$ cat src/rtl/dtt_pkg.sv
package dtt_pkg;

  typedef enum logic {
    ST_IDLE  = 1'b0,
    ST_COUNT = 1'b1
  } side_state_e;

  // terminal count for a window of 2**exp clocks
  function automatic int unsigned last_count(input int unsigned exp_bits);
    return (32'd1 << exp_bits) - 32'd1;
  endfunction

endpackage

$ cat src/rtl/dtt_side_timer.sv
module dtt_side_timer
  import dtt_pkg::*;
#(
  parameter int unsigned LONG_EXP  = 15,
  parameter int unsigned SHORT_EXP = 10
) (
  input  logic clk,
  input  logic rst_n,
  input  logic arm_i,
  input  logic retry_i,
  input  logic short_sel_i,
  output logic expire_o,
  output logic discard_o
);

  localparam int unsigned CW = LONG_EXP;
  localparam logic [CW-1:0] LONG_LAST  = CW'(last_count(LONG_EXP));
  localparam logic [CW-1:0] SHORT_LAST = CW'(last_count(SHORT_EXP));

  side_state_e   state_q;
  logic          short_q;
  logic [CW-1:0] cnt_q;
  logic          discard_q;
  logic [CW-1:0] last_val;
  logic          at_last;

  assign last_val = short_q ? SHORT_LAST : LONG_LAST;
  assign at_last  = (cnt_q == last_val);
  // arm and retry both override an expiry in the same cycle
  assign expire_o = (state_q == ST_COUNT) && at_last && !arm_i && !retry_i;
  assign discard_o = discard_q;

  always_ff @(posedge clk) begin
    if (!rst_n) begin
      state_q   <= ST_IDLE;
      short_q   <= 1'b0;
      cnt_q     <= '0;
      discard_q <= 1'b0;
    end else begin
      discard_q <= expire_o;
      if (arm_i) begin
        state_q <= ST_COUNT;
        cnt_q   <= '0;
        short_q <= short_sel_i;
      end else if (retry_i) begin
        state_q <= ST_IDLE;
        cnt_q   <= '0;
      end else if (state_q == ST_COUNT) begin
        if (at_last) begin
          state_q <= ST_IDLE;
          cnt_q   <= '0;
        end else begin
          cnt_q <= cnt_q + 1'b1;
        end
      end
    end
  end

  AST_PULSE_SINGLE: assert property (@(posedge clk) disable iff (!rst_n)
    discard_o |=> !discard_o);
  AST_RETRY_STOPS: assert property (@(posedge clk) disable iff (!rst_n)
    (retry_i && !arm_i) |=> !discard_o && state_q == ST_IDLE);
  AST_ARM_RESTART: assert property (@(posedge clk) disable iff (!rst_n)
    arm_i |=> !discard_o && cnt_q == '0 && state_q == ST_COUNT);
  AST_IDLE_SILENT: assert property (@(posedge clk) disable iff (!rst_n)
    (state_q == ST_IDLE && !arm_i) |=> !discard_o);

endmodule

$ cat src/rtl/dtt_status.sv
module dtt_status #(
  parameter int unsigned NUM_SIDES = 2
) (
  input  logic                 clk,
  input  logic                 rst_n,
  input  logic [NUM_SIDES-1:0] expire_i,
  input  logic                 serr_en_i,
  input  logic                 wr_i,
  input  logic                 wdata_i,
  output logic                 status_o,
  output logic                 serr_o
);

  logic any_exp;
  logic clr_req;
  logic status_q;
  logic serr_q;

  assign any_exp  = |expire_i;
  assign clr_req  = wr_i && wdata_i;
  assign status_o = status_q;
  assign serr_o   = serr_q;

  always_ff @(posedge clk) begin
    if (!rst_n) begin
      status_q <= 1'b0;
      serr_q   <= 1'b0;
    end else begin
      serr_q <= any_exp && serr_en_i;
      if (any_exp)      status_q <= 1'b1;
      else if (clr_req) status_q <= 1'b0;
    end
  end

  AST_STAT_SET: assert property (@(posedge clk) disable iff (!rst_n)
    any_exp |=> status_o);
  AST_STAT_HOLD: assert property (@(posedge clk) disable iff (!rst_n)
    (status_o && !clr_req) |=> status_o);
  AST_SERR_GATED: assert property (@(posedge clk) disable iff (!rst_n)
    !serr_en_i |=> !serr_o);
  AST_SERR_FLAGGED: assert property (@(posedge clk) disable iff (!rst_n)
    serr_o |-> status_o);

endmodule

$ cat src/rtl/dtt_discard_timer.sv
module dtt_discard_timer #(
  parameter int unsigned NUM_SIDES = 2,
  parameter int unsigned LONG_EXP  = 15,
  parameter int unsigned SHORT_EXP = 10
) (
  input  logic                 clk,
  input  logic                 rst_n,
  input  logic [NUM_SIDES-1:0] arm,
  input  logic [NUM_SIDES-1:0] retry,
  input  logic [NUM_SIDES-1:0] short_sel,
  input  logic                 serr_en,
  input  logic                 stat_wr,
  input  logic                 stat_wdata,
  output logic [NUM_SIDES-1:0] discard,
  output logic                 tmo_status,
  output logic                 serr_req
);

  logic [NUM_SIDES-1:0] expire;

  for (genvar s = 0; s < NUM_SIDES; s++) begin : g_side
    dtt_side_timer #(
      .LONG_EXP  (LONG_EXP),
      .SHORT_EXP (SHORT_EXP)
    ) u_timer (
      .clk         (clk),
      .rst_n       (rst_n),
      .arm_i       (arm[s]),
      .retry_i     (retry[s]),
      .short_sel_i (short_sel[s]),
      .expire_o    (expire[s]),
      .discard_o   (discard[s])
    );

    AST_DISCARD_FLAGS: assert property (@(posedge clk) disable iff (!rst_n)
      discard[s] |-> tmo_status);
  end

  dtt_status #(
    .NUM_SIDES (NUM_SIDES)
  ) u_status (
    .clk       (clk),
    .rst_n     (rst_n),
    .expire_i  (expire),
    .serr_en_i (serr_en),
    .wr_i      (stat_wr),
    .wdata_i   (stat_wdata),
    .status_o  (tmo_status),
    .serr_o    (serr_req)
  );

  AST_SERR_WITH_DISCARD: assert property (@(posedge clk) disable iff (!rst_n)
    serr_req |-> (|discard));

endmodule

$ cat config.mk
export PLATFORM = sky130hd
export DESIGN_NAME = dtt_discard_timer
export DESIGN_NICKNAME = d
export VERILOG_FILES = /design/src/rtl/dtt_pkg.sv /design/src/rtl/dtt_side_timer.sv /design/src/rtl/dtt_status.sv /design/src/rtl/dtt_discard_timer.sv
export SDC_FILE = /design/constraint.sdc
export NUM_CORES = 1
export LEC_CHECK = 0
export BUFFER_PORTS_ARGS = -buffer_cell sky130_fd_sc_hd__buf_4
export CORE_MARGIN = 2
export CORE_UTILIZATION = 58
export DETAILED_ROUTE_END_ITERATION = 10
export PLACE_DENSITY = 0.73
export RECOVER_POWER = 100
export REMOVE_ABC_BUFFERS = 1
export SLEW_MARGIN = 10
export SYNTH_ARGS = -nofsm -noshare
export SYNTH_HDL_FRONTEND = slang
export SYNTH_HIERARCHICAL = 1
export SYNTH_SLANG_ARGS = --single-unit
$ cat constraint.sdc
create_clock -name clk -period 1.82 [get_ports clk]
set_input_delay 0.273 -clock clk [delete_from_list [all_inputs] [get_ports clk]]
set_output_delay 0.273 -clock clk [all_outputs]
set_load 0.05 [all_outputs]
==> out/metrics.yaml <==
status: "finished, final reports clean"
gp_congestion: 0.780
grt_max_degree: 16
rr_worst_depth: 4
fill_cells: 279
tightest_slew_ns: 0.596
path_depth: 4
path_clk_slew_ns: 0.11
r2r-start: "g_side[0].u_timer/cnt_q[11]$_SDFFE_PP0P_"
hp-start: "serr_en"
start_util_pct: 59.8
insertion_delay_ns: 0.34
switchingPower_uw: 301
grt_overflow: 0
slowest_stage: "dfxtp_1"
cts_tree: "yes"
cts-root-buf: "clkbuf_4"
hold_end: "u_status/serr_o$_SDFF_PN0_"
fin_hold_ws_ns: 0.153
r2r-end: "g_side[0].u_timer/state_q$_SDFF_PN0_"
vias_per_cell: 5.64
min_path_cells: 2
grt.total_usage_pct: 22.0
stdcell_count: 263
yosysUniqueCellTypes: 38
grt_pass1_wl_um: 6840
antenna_found_initial: 0
ff2ff_setup_slack_ns: 0.09
core_um2: 3310
p_clk_share_pct: 32.8
die_h_um: 62.4
synth_area_leaders: "dfxtp_1 38%, nor3_2 11%, xnor2_1 8.8%, nand2_1 3.0%, a2111oi_4 2.8%"
synth_cells: 193
ant_nets: 0
fmax_mhz: 579
drcViolationCount: 0
yosysSeqAreaShare_pct: 38.4
hp-class: "in2reg"
clockBufferDepth: 2
dp_hpwl_um: 2810
yosysWarnings: 6
peakVddDrop_mv: 0.443
drt_iter0_markers: 75
slowest_delay_ns: 0.46
relSlewSlack_pct: 60.5
mostFrequentLayoutCells: "38 x dfxtp_1, 20 x xnor2_1, 17 x nor3_2, 17 x buf_4, 16 x nand2_1"
finalCritPeriodShare_pct: 94.9
antenna-diode-count: 0
wl_um: 3750
synth_seq_cells: 38
synth_area_um2: 1980
rows: 21
combPwrFrac_pct: 4.9
fin_area_um2: 2160
drive_gt1_share_pct: 26.7
max_cap_viol_count: 0
rsz0062_at_grt: "no"
min_period_ns: 1.73
portBuffers: 14
die-area_um2: 3900
avgSynthCellArea_um2: 10.3
fin_nets: 229
synth.top_cell.area_share_pct: 38.4
dr.pass1.iters: 4
post-cts-setup-buffers: 0
crit_path_end_kind: "flip-flop"
worst-path-buf-inv: 0
clock_skew_ns: 0.00993
crit_fanout: 5
start_kind: "flip-flop"
required_ns: 2.03
setup_tns_ns: 0
arrival_ns: 1.93
routedWlPerCell_um: 14.3
setup_viol: 0
via_count: 1483
finalHoldViolCount: 0
synth_top_area_cell: "dfxtp_1"
cts_resized: 0
power.sequential.fraction_pct: 62.3
slew_violations: 0
swShare_pct: 22.2
p_leak_nw: 0.681
dp_cells: 255
grt_pass1_vias: 1580
crit_family: "compound AO/OA/AOI/OAI gates"
crit_type: "reg2reg"
area_growth_pct: 9.10
path_cells: "nand4_2, or3b_4, a2111oi_2, o21ai_1"
p_per_area_nw_per_um2: 629
cts_hold_buf: 0
power.internal_mw: 1.06
final_common_cell: "dfxtp_1"
placed_area_um2: 2180
htreeDepth: 2
io_pins: 15
cts_buffers: 5
die_w_um: 62.4
cts.sinks: 38
## sequential cells by signal, indices dropped and copies added, names as in the netlist
register / cells
g_side.u_timer/short_q: 2
g_side.u_timer/state_q: 2
g_side.u_timer/cnt_q: 30
g_side.u_timer/discard_o: 2
u_status/status_o: 1
u_status/serr_o: 1
## area by class of cell
class	count	area [µm²]	area share (%)
flip-flops and latches	38	761	35.2
repair buffers	24	175	8.11
inverters	4	15.0	0.695
clock buffers	7	55.1	2.55
well taps	46	57.6	2.66
clock inverters	1	5.00	0.232
multi-input cells	143	1090	50.6
## stage by stage
step                      setup slack, ns  power, mW  util, %
final                              0.0921       1.36     65.3
after CTS                           0.165       1.38     67.7
after global placement              0.254      0.931     65.9
after global routing               0.0159       1.43     65.3
after detailed placement            0.189      0.935     65.9
after floorplan                   -0.0186      0.898        -
## kinds of logic after synthesis
logic type                 share of synthesized area, %
DFF                                                38.4
and+or+nand+nor                                    36.3
buffers and inverters                              3.28
muxes                                              1.01
adders and majority gates                          1.26
xor gates and xnor gates                           11.5
AOI/OAI and AO/OA                                  8.28
## per-layer routing
metal,track usage (%),vias up,part of all wire [%]
met2,43.3,29,57
met1,22.0,707,38
met5,0,-,0
met4,9.17,0,1.4
li1,-,741,-
met3,4.68,6,3.3
## power by group through the flow
stage / Clock [mW] / Combinational [mW] / Sequential (mW)
3_3_place_gp: 0 / 0.0649 / 0.866
6_report: 0.446 / 0.0660 / 0.847
2_1_floorplan: 0 / 0.0329 / 0.865
5_1_grt: 0.506 / 0.0723 / 0.849
4_1_cts: 0.461 / 0.0682 / 0.848
3_5_place_dp: 0 / 0.0680 / 0.866
## how the worst max path moves through the flow
| stage | start | to |
|---|---|---|
| 6_report | g_side[0].u_timer/cnt_q[11]$_SDFFE_PP0P_ | g_side[0].u_timer/state_q$_SDFF_PN0_ |
| 5_1_grt | g_side[0].u_timer/cnt_q[0]$_SDFFE_PP0P_ | g_side[0].u_timer/cnt_q[12]$_SDFFE_PP0P_ |
| 4_1_cts | g_side[0].u_timer/cnt_q[0]$_SDFFE_PP0P_ | u_status/status_o$_SDFFE_PN0P_ |
| 3_5_place_dp | g_side[1].u_timer/cnt_q[0]$_SDFFE_PP0P_ | g_side[1].u_timer/cnt_q[2]$_SDFFE_PP0P_ |
| 3_3_place_gp | g_side[0].u_timer/cnt_q[0]$_SDFFE_PP0P_ | u_status/serr_o$_SDFF_PN0_ |
| 2_1_floorplan | g_side[1].u_timer/cnt_q[0]$_SDFFE_PP0P_ | u_status/serr_o$_SDFF_PN0_ |
## cells in the mapped netlist
library cell / instances
buf_2: 4
nand4b_1: 2
nand4_2: 4
o21ai_1: 2
o31ai_1: 2
dfxtp_1: 38
a21boi_1: 1
nand4_1: 4
nand2_1: 16
xnor2_1: 20
a2111oi_4: 2
a21oi_1: 2
and4_1: 2
and2_1: 2
inv_1: 4
mux2i_1: 2
o211a_1: 1
nand2_2: 2
nand3_1: 6
nor3_2: 22
o21ai_0: 2
nor4b_1: 2
buf_6: 2
nand4_4: 2
a21boi_4: 2
nand3b_1: 2
clkbuf_1: 2
nor2b_1: 2
xor2_1: 6
and3_1: 2
or3b_4: 2
ha_1: 2
or3_1: 2
nor2_1: 6
nor4_1: 8
o31a_1: 1
nor4_2: 2
nor3_1: 8
(Power assumes the default switching activity.)
